--- config.mk ---
export PLATFORM = sky130hd
export DESIGN_NAME = fwd_decoder
export DESIGN_NICKNAME = d
export VERILOG_FILES = /design/src/rtl/fwd_decoder_pkg.sv /design/src/rtl/range_check.sv /design/src/rtl/isa_alias_mask.sv /design/src/rtl/vga_legacy_match.sv /design/src/rtl/err_forward.sv /design/src/rtl/fwd_decoder.sv
export SDC_FILE = /design/constraint.sdc
export NUM_CORES = 1
export LEC_CHECK = 0
export ABC_AREA = 1
export BUFFER_PORTS_ARGS = -buffer_cell sky130_fd_sc_hd__clkbuf_2
export CAP_MARGIN = 25
export CORE_MARGIN = 5
export CORE_UTILIZATION = 40
export DETAILED_ROUTE_END_ITERATION = 7
export HOLD_SLACK_MARGIN = 0.02
export PLACE_DENSITY = 0.7
export SETUP_SLACK_MARGIN = 0.3
export SYNTH_ARGS = -nofsm -noshare
export SYNTH_HDL_FRONTEND = slang
export SYNTH_HIERARCHICAL = 1
export SYNTH_SLANG_ARGS = --single-unit
--- constraint.sdc ---
create_clock -name clk -period 2.39 [get_ports clk]
set_clock_uncertainty 0.15 [all_clocks]
set_input_delay 0.1195 -clock clk [delete_from_list [all_inputs] [get_ports clk]]
set_output_delay 0.1195 -clock clk [all_outputs]
set_load 0.02 [all_outputs]
--- src/rtl/fwd_decoder_pkg.sv ---
// Package: shared types for the bridge forwarding decoder.
// Assumes: address width is at least 20 bits, so the VGA memory hole fits.
package fwd_decoder_pkg;

    // Direction of travel across the bridge
    typedef enum logic {
        DIR_DOWN = 1'b0,
        DIR_UP   = 1'b1
    } dir_e;

    // Per-request classification flags produced by the sub-decoders
    typedef struct packed {
        logic in_win;
        logic isa_blk;
        logic vga_hit;
    } dec_flags_t;

    // Apply the direction rule to the classification flags
    function automatic logic claim_of(dir_e dir, dec_flags_t f);
        if (dir == DIR_DOWN) begin
            return f.vga_hit | (f.in_win & ~f.isa_blk);
        end
        return ~f.vga_hit & (~f.in_win | f.isa_blk);
    endfunction

endpackage

--- src/rtl/range_check.sv ---
// Module: range_check
// Purpose: inclusive lower/upper bound compare of an address.
// Assumes: lo > hi describes an empty window; no match is reported then.
module range_check #(
    parameter int W = 32
) (
    input  logic [W-1:0] lo,
    input  logic [W-1:0] hi,
    input  logic [W-1:0] a,
    output logic         hit
);
    // Both bounds inclusive; an inverted window never matches
    always_comb hit = (a >= lo) && (a <= hi);
endmodule

--- src/rtl/isa_alias_mask.sv ---
// Module: isa_alias_mask
// Purpose: flags windowed I/O in the low 64 KB whose offset lies in the
// upper 768 bytes of a 1 KB block (block-position bits not 00).
// Assumes: caller supplies the low-64K qualifier and the window hit.
module isa_alias_mask (
    input  logic       isa_en,
    input  logic       is_io,
    input  logic       low64k,
    input  logic       in_io_win,
    input  logic [1:0] blk_pos,
    output logic       blk
);
    // Mask is active only for enabled, low, windowed I/O
    always_comb blk = isa_en && is_io && low64k && in_io_win && (blk_pos != 2'b00);
endmodule

--- src/rtl/vga_legacy_match.sv ---
// Module: vga_legacy_match
// Purpose: recognises the fixed VGA memory hole and display I/O ports.
// Assumes: I/O matching ignores bits 15:10, so every ISA alias matches.
module vga_legacy_match #(
    parameter int ADDR_W = 32
) (
    input  logic              vga_en,
    input  logic              is_io,
    input  logic              low64k,
    input  logic [ADDR_W-1:0] addr,
    output logic              hit
);
    localparam logic [ADDR_W-1:0] MEM_LO   = ADDR_W'(32'h000A_0000);
    localparam logic [ADDR_W-1:0] MEM_HI   = ADDR_W'(32'h000B_FFFF);
    localparam logic [9:0]        MONO_LO  = 10'h3B0;
    localparam logic [9:0]        MONO_HI  = 10'h3BB;
    localparam logic [9:0]        COLOR_LO = 10'h3C0;
    localparam logic [9:0]        COLOR_HI = 10'h3DF;

    logic mem_hit;
    logic io_hit;

    // Memory hole compare on the full address
    always_comb mem_hit = (addr >= MEM_LO) && (addr <= MEM_HI);

    // Port compare on the 10-bit offset only, low 64 KB required
    always_comb io_hit = low64k &&
                         (((addr[9:0] >= MONO_LO)  && (addr[9:0] <= MONO_HI)) ||
                          ((addr[9:0] >= COLOR_LO) && (addr[9:0] <= COLOR_HI)));

    // Select by transaction kind and gate by enable
    always_comb hit = vga_en && (is_io ? io_hit : mem_hit);
endmodule

--- src/rtl/err_forward.sv ---
// Module: err_forward
// Purpose: converts a rising edge of the secondary error line into a
// one-cycle fatal or non-fatal pulse, gated by the forward enable.
// Assumes: serr_in is synchronous to clk.
module err_forward (
    input  logic clk,
    input  logic rst_n,
    input  logic serr_in,
    input  logic fwd_en,
    input  logic sev_fatal,
    output logic err_fatal,
    output logic err_nonfatal
);
    logic serr_q;
    logic rise;

    // Edge detector on the sampled error line
    always_comb rise = serr_in & ~serr_q;

    // Remember last error level and register the routed pulse
    always_ff @(posedge clk) begin
        if (!rst_n) begin
            serr_q       <= 1'b0;
            err_fatal    <= 1'b0;
            err_nonfatal <= 1'b0;
        end else begin
            serr_q       <= serr_in;
            err_fatal    <= fwd_en & rise & sev_fatal;
            err_nonfatal <= fwd_en & rise & ~sev_fatal;
        end
    end

    AST_ERR_EXCLUSIVE: assert property (@(posedge clk) disable iff (!rst_n)
        !(err_fatal && err_nonfatal));
    AST_ERR_GATED: assert property (@(posedge clk) disable iff (!rst_n)
        !fwd_en |=> !(err_fatal || err_nonfatal));
    AST_ERR_SINGLE: assert property (@(posedge clk) disable iff (!rst_n)
        (err_fatal || err_nonfatal) |=> !(err_fatal || err_nonfatal));
endmodule

--- src/rtl/fwd_decoder.sv ---
// Module: fwd_decoder (top)
// Purpose: registered claim/forward decision for bridge transactions,
// combining base/limit windows with ISA alias masking and VGA legacy
// decode, plus the gated secondary-error forwarding path.
// Assumes: ADDR_W > 16; inputs are stable in the cycle req is high.
module fwd_decoder
    import fwd_decoder_pkg::*;
#(
    parameter int ADDR_W = 32
) (
    input  logic              clk,
    input  logic              rst_n,
    input  logic              req,
    input  logic              dir_up,
    input  logic              is_io,
    input  logic [ADDR_W-1:0] addr,
    input  logic [ADDR_W-1:0] io_base,
    input  logic [ADDR_W-1:0] io_limit,
    input  logic [ADDR_W-1:0] mem_base,
    input  logic [ADDR_W-1:0] mem_limit,
    input  logic              isa_en,
    input  logic              vga_en,
    input  logic              serr_in,
    input  logic              serr_fwd_en,
    input  logic              sev_fatal,
    output logic              fwd_valid,
    output logic              fwd_claim,
    output logic              err_fatal,
    output logic              err_nonfatal
);
    localparam int HI_W = ADDR_W - 16;

    logic       low64k;
    logic       io_win_hit;
    logic       mem_win_hit;
    dec_flags_t flags;
    logic       claim_d;

    // Upper address bits all zero means the low 64 KB of I/O space
    always_comb low64k = (addr[ADDR_W-1:16] == {HI_W{1'b0}});

    range_check #(.W(ADDR_W)) u_io_win (
        .lo(io_base), .hi(io_limit), .a(addr), .hit(io_win_hit)
    );

    range_check #(.W(ADDR_W)) u_mem_win (
        .lo(mem_base), .hi(mem_limit), .a(addr), .hit(mem_win_hit)
    );

    isa_alias_mask u_isa (
        .isa_en(isa_en), .is_io(is_io), .low64k(low64k),
        .in_io_win(io_win_hit), .blk_pos(addr[9:8]), .blk(flags.isa_blk)
    );

    vga_legacy_match #(.ADDR_W(ADDR_W)) u_vga (
        .vga_en(vga_en), .is_io(is_io), .low64k(low64k),
        .addr(addr), .hit(flags.vga_hit)
    );

    // Pick the window matching the transaction kind
    always_comb flags.in_win = is_io ? io_win_hit : mem_win_hit;

    // Direction rule with ISA and VGA exceptions
    always_comb claim_d = claim_of(dir_e'(dir_up), flags);

    // Register the decision for one cycle after each request
    always_ff @(posedge clk) begin
        if (!rst_n) begin
            fwd_valid <= 1'b0;
            fwd_claim <= 1'b0;
        end else begin
            fwd_valid <= req;
            fwd_claim <= req & claim_d;
        end
    end

    err_forward u_err (
        .clk(clk), .rst_n(rst_n), .serr_in(serr_in), .fwd_en(serr_fwd_en),
        .sev_fatal(sev_fatal), .err_fatal(err_fatal), .err_nonfatal(err_nonfatal)
    );

    AST_VALID_FOLLOWS_REQ: assert property (@(posedge clk) disable iff (!rst_n)
        req |=> fwd_valid);
    AST_NO_STRAY_VALID: assert property (@(posedge clk) disable iff (!rst_n)
        !req |=> !fwd_valid);
    AST_CLAIM_NEEDS_VALID: assert property (@(posedge clk) disable iff (!rst_n)
        fwd_claim |-> fwd_valid);
    AST_VGA_DOWN_CLAIMED: assert property (@(posedge clk) disable iff (!rst_n)
        (req && !dir_up && flags.vga_hit) |=> fwd_claim);
    AST_VGA_UP_REFUSED: assert property (@(posedge clk) disable iff (!rst_n)
        (req && dir_up && flags.vga_hit) |=> !fwd_claim);
    AST_ISA_DOWN_BLOCKED: assert property (@(posedge clk) disable iff (!rst_n)
        (req && !dir_up && flags.isa_blk && !flags.vga_hit) |=> !fwd_claim);
endmodule

**Word level (Yosys, flattened, before mapping)**

Index checks and enable logic that the tools add are counted.

- $lt $le $gt $ge: 10
- Reductions and logical operators: 14
- Shift operators: 0
- Bitwise logic cells: 14
- Div/mod/pow operators: 0
- Multiplexer cells: 3
- Multiply operators: 0
- Equality and inequality tests: 0
- Add/sub/neg operators: 0

Operators by type and width:

| kind | number |
|---|---|
| 32-bit >= comparator | 2 |
| 32-bit <= comparator | 2 |
| 32-bit by 20-bit >= comparator with 1-bit output, second input constant | 1 |
| 32-bit by 20-bit <= comparator with 1-bit output, second input constant | 1 |
| 10-bit >= comparator, second input constant | 2 |
| 10-bit <= comparator, second input constant | 2 |
| 16-bit logical NOT | 1 |
| 1-bit logical AND | 11 |
| 1-bit AND | 7 |
| 1-bit inverter | 5 |
| 1-bit 2-to-1 mux | 3 |
| 1-bit bitwise OR | 2 |
| 2-bit nonzero test | 1 |
| 1-bit logical OR | 1 |

- Memory bits (writable): 0
- Memories kept: 0
- Word-level logic and storage cells: 46
- Memory bits (read-only): 0
- Output and inout port bits: 4
- Latch bits: 0
- Flip-flop bits (word level): 5
- Bits of input ports: 170

**Longest topological paths before layout**

- Word-level depth: 10
- Gate-level depth with buffers: 25
- Mapped depth without buffers: 25

**Hierarchy**

The synthesis kept the hierarchy.

Modules (own cells, without submodules):

| module | area each (um^2) | cells each | instances | seq. area each (um^2) |
|---|---|---|---|---|
| range_check | 1692.9 | 278 | 2 | 0.0 |
| fwd_decoder | 156.4 | 28 | 1 | 40.0 |
| vga_legacy_match | 102.6 | 25 | 1 | 0.0 |
| err_forward | 95.1 | 12 | 1 | 60.1 |
| isa_alias_mask | 28.8 | 7 | 1 | 0.0 |

**Worst setup path after synthesis**

Ideal clock, no wire load.

- Path kind: in2reg
- From: in io_limit[21]
- To: reg fwd_claim
- Data required time: 2125 ps
- Data arrival time: 1511 ps
- Setup time: 115 ps
- Path slack: 614 ps
- Stages on the path: 20
- Buffers on the path: 0
- Path through: inv_1 ha_1 a21oi_1 nor2_1 nor2_2 nand3_1 a21oi_1 nand2_1 nand2_1 nand2_1 inv_1 nand2_1 inv_1 nand2_1 nor2_2 clkinv_1 nand3_2 nand3_2 nand2_1 nor2_1

RTL lines:

| element | line | source |
|---|---|---|
| from (decl) | fwd_decoder.sv:18 | `input logic [ADDR_W-1:0] io_limit,` |
| to (signal assigned) | fwd_decoder.sv:73 | `fwd_claim <= req & claim_d;` |
| to (decl) | fwd_decoder.sv:27 | `output logic fwd_claim,` |

==> impl_table.tex <==
\begin{tabular}{lr}
\hline
Metric & Value \\
\hline
\multicolumn{2}{l}{\textbf{Critical path}} \\
\quad Worst-path cell with the longest stage delay & sky130\_fd\_sc\_hd\_\_ha\_1 \\
\quad Type of origin of the critical path & input port \\
\quad Maximum cell stage delay along the critical path & 0.33 ns \\
\quad Critical Path End Type & flop \\
\quad Req. time, crit path & 2.35 ns \\
\quad Cell-by-cell trace of the critical path & clkbuf\_2, ha\_1, a21oi\_1, o21a\_1, nand2\_1, nand2\_1, nand2\_2, nand2\_1, nand2\_1, nand2\_1, inv\_1, nand2\_1, inv\_1, nand2\_1, nor2\_2, clkinv\_1, nand3\_2, nand3\_2, nand2\_1, nor2\_1 \\
\quad Worst Path Arrival & 1.84 ns \\
\quad Critical-path maximum fanout & 6 \\
\quad Worst path most repeated cell & sky130\_fd\_sc\_hd\_\_nand2\_1 \\
\quad Path type of the worst setup path & input port to flop \\
\quad Reg2reg setup slack & 1.10 ns \\
\multicolumn{2}{l}{\textbf{Yosys}} \\
\quad Syn avg cell area & 6.00 um2 \\
\quad Yosys Warn Count & 6 \\
\quad Number of synthesized register bits & 5 \\
\quad Synthesized instance count & 628 \\
\quad Sequential element share of the synthesized area & 2.66\% \\
\quad Net count of the mapped netlist & 926 \\
\quad Combined area of all synthesized cells & 3770 um2 \\
\quad Cell variety after synth & 18 \\
\multicolumn{2}{l}{\textbf{Die}} \\
\quad I/O pin cnt & 174 \\
\quad Number of rows created at floorplan & 35 \\
\quad Area of the die & 11500 um2 \\
\quad X dimension of the die & 107 um \\
\quad Initial Util & 41.0\% \\
\quad Die boundary height & 107 um \\
\quad Floorplan core area & 9200 um2 \\
\multicolumn{2}{l}{\textbf{Timing}} \\
\quad Worst slew pin tran & 0.224 ns \\
\quad Unrepaired setup endpoints after global routing & true \\
\quad Achievable Freq & 0.531 GHz \\
\quad Tightest slew margin relative to the limit & 85.1\% \\
\quad Slack of the critical path & 0.506 ns \\
\quad Number of pins with negative max-slew slack in the final report & 0 \\
\quad Shortest period the worst path allows & 1.88 ns \\
\quad Setup total negative slack & 0 ns \\
\quad Final setup violation count & 0 \\
\quad Fraction of the cycle the final worst path needs & 78.8\% \\
\quad Number of failing hold endpoints at the final stage & 0 \\
\multicolumn{2}{l}{\textbf{Detailed routing}} \\
\quad Detail Route Antenna Nets & 0 \\
\quad Via density & 4.51 \\
\quad Number of DRC markers in iteration 0 & 79 \\
\quad Post-route DRC violation count & 0 \\
\quad Vias after detailed routing & 4163 \\
\quad Final routed wirelength across all metal layers & 10100 um \\
\quad Routed length per instance & 11.0 um \\
\quad First-pass DRT Iterations & 4 \\
\multicolumn{2}{l}{\textbf{Cells and area}} \\
\quad Reg area & 100 um2 \\
\quad Final net count & 1112 \\
\quad Antenna diodes & 0 \\
\quad Share of final-layout standard cells stronger than drive strength 1 & 24.1\% \\
\quad Area growth from synthesis to layout & 31.7\% \\
\quad Multi-input logic area & 3100 um2 \\
\quad Filler Cell Count & 999 \\
\multicolumn{2}{l}{\textbf{Clocking}} \\
\quad H-tree depth & 1 \\
\quad Clock latency on the worst-skew pair & 0.22 ns \\
\quad CTS tree & yes \\
\quad Clock slew at the register clock pins of the worst setup and hold paths & 0.03 ns \\
\quad Clock root buffer & sky130\_fd\_sc\_hd\_\_clkbuf\_8 \\
\quad Clock Sink Count & 5 \\
\quad Worst-case clock buffer depth & 2 \\
\quad CTS buffer count & 3 \\
\quad Setup bufs post-CTS & 0 \\
\multicolumn{2}{l}{\textbf{Placement}} \\
\quad Place WS & 0.217 ns \\
\quad Placed wire-length estimate & 9290 um \\
\quad Port Buf Inserts & 173 \\
\quad GPL Wtd Cong & 0.834 \\
\multicolumn{2}{l}{\textbf{Pwr}} \\
\quad Overall power & 0.000972 W \\
\quad Worst vdd ir & 0.0954 mV \\
\quad PD cells & 196 nW/um2 \\
\quad Lkg Pwr & 3.36 nW \\
\multicolumn{2}{l}{\textbf{Min path}} \\
\quad Min-delay worst type & input port to flop \\
\multicolumn{2}{l}{\textbf{Global route}} \\
\quad Vias in the first global route & 4037 \\
\quad Global-route wire length before repair & 17100 um \\
\quad Global-route usage over all layers & 17.7\% \\
\quad Congestion Overflow GR & 0 \\
\quad Largest net degree at the start of global routing & 7 \\
\quad Number of antenna violations at the first check in global routing & 0 \\
\multicolumn{2}{l}{\textbf{Run}} \\
\quad Count of max-cap constraint violations & 0 \\
\multicolumn{2}{l}{\textbf{Outcome}} \\
\quad Result of the run & completed \\
\hline
\end{tabular}
## area by class of cell
cell class	count	area share (%)
multi-input combinational	453	62.4
timing repair buffer	181	19.1
inverter	170	12.9
tap	111	2.80
sequential	5	2.02
clock buffer	4	0.907
## Yosys cell counts
cell type / n / area, um2
sky130_fd_sc_hd__a21o_1: 2 / 15.0
sky130_fd_sc_hd__a21oi_1: 58 / 290
sky130_fd_sc_hd__clkinv_1: 2 / 7.51
sky130_fd_sc_hd__dfxtp_1: 5 / 100
sky130_fd_sc_hd__ha_1: 128 / 1600
sky130_fd_sc_hd__inv_1: 167 / 627
sky130_fd_sc_hd__inv_2: 1 / 3.75
sky130_fd_sc_hd__nand2_1: 156 / 586
sky130_fd_sc_hd__nand3_1: 10 / 50.1
sky130_fd_sc_hd__nand3_2: 2 / 20.0
sky130_fd_sc_hd__nand3b_1: 1 / 7.51
sky130_fd_sc_hd__nand4_1: 11 / 68.8
sky130_fd_sc_hd__nor2_1: 54 / 203
sky130_fd_sc_hd__nor2_2: 11 / 68.8
sky130_fd_sc_hd__nor3_1: 2 / 10.0
sky130_fd_sc_hd__o21a_1: 6 / 45.0
sky130_fd_sc_hd__o21ai_0: 10 / 50.1
sky130_fd_sc_hd__o21bai_1: 2 / 15.0
## per-layer routing
metal	part of all wire, %	track usage (%)	vias up
met5	0	0	-
met4	1.0	2.56	0
met3	7.3	2.11	8
met2	46	31.6	132
met1	46	23.3	1687
li1	-	-	2336
## stage by stage
stage,util [%],area [um2],hold WS [ns],instances
4_1_cts,53.4,4910,0.0776,925
5_1_grt,54.0,4960,0.122,924
2_1_floorplan,-,3770,0.0630,628
3_3_place_gp,51.9,4770,0.171,912
3_5_place_dp,51.9,4770,0.169,912
6_report,54.0,4960,0.0768,924
## path summary, 6_finish.rpt
kind,startpoint,to,depth (start not counted)
max,addr[5],fwd_claim$_SDFF_PN0_,20
min,dir_up,fwd_claim$_SDFF_PN0_,4
max reg2reg,u_err/serr_q$_SDFF_PN0_,u_err/err_fatal$_SDFF_PN0_,4
min reg2reg,u_err/serr_q$_SDFF_PN0_,u_err/err_nonfatal$_SDFF_PN0_,4
## power by group
| group | switching [W] | internal [W] |
|---|---|---|
| combinational | 0.000388 | 0.000340 |
| clock | 0.0000403 | 0.000114 |
| sequential | 0.000000837 | 0.0000876 |
## cell usage in the layout (no fill, tap or decap), types with 2 or more instances in the layout
master,instances
sky130_fd_sc_hd__o21bai_1,2
sky130_fd_sc_hd__o21ai_0,9
sky130_fd_sc_hd__nand3_1,10
sky130_fd_sc_hd__ha_4,5
sky130_fd_sc_hd__ha_1,123
sky130_fd_sc_hd__inv_1,167
sky130_fd_sc_hd__a21o_1,2
sky130_fd_sc_hd__nand4_1,11
sky130_fd_sc_hd__clkbuf_2,172
sky130_fd_sc_hd__nand3_2,2
sky130_fd_sc_hd__nor2_2,11
sky130_fd_sc_hd__nand2_1,155
sky130_fd_sc_hd__o21a_1,6
sky130_fd_sc_hd__dlygate4sd3_1,8
sky130_fd_sc_hd__a21oi_1,58
sky130_fd_sc_hd__nor2_1,54
sky130_fd_sc_hd__nor3_1,2
sky130_fd_sc_hd__clkbuf_8,3
sky130_fd_sc_hd__dfxtp_1,5
sky130_fd_sc_hd__clkinv_1,2
## sequential cells by signal (all words and copies together), names as in the netlist
| signal | cells |
|---|---|
| fwd_claim | 1 |
| fwd_valid | 1 |
| u_err/err_fatal | 1 |
| u_err/err_nonfatal | 1 |
| u_err/serr_q | 1 |
## logic make-up after synthesis
family                     count (synthesis)  synth area share, %
DFF                                        5                 2.66
and+or+nand+nor                          247                 26.9
buffers and inverters                    170                 16.9
AOI/OAI and AO/OA                         78                 11.0
adders and majority gates                128                 42.5
## worst max-delay path: cells and delay by family
family / cells / cell delay (ns)
simple gates: 13 / 0.82
buf+inv: 4 / 0.34
fa+ha+maj: 1 / 0.33
compound gates: 2 / 0.22
## what timing repair did
action                                 4_1_cts  5_1_grt
endpoints found under the hold margin        4        0
hold buffers                                 9        0
resized for setup                            0        8
setup endpoints to repair                    0        2
Note: power is estimated with default switching activity, not from simulation.
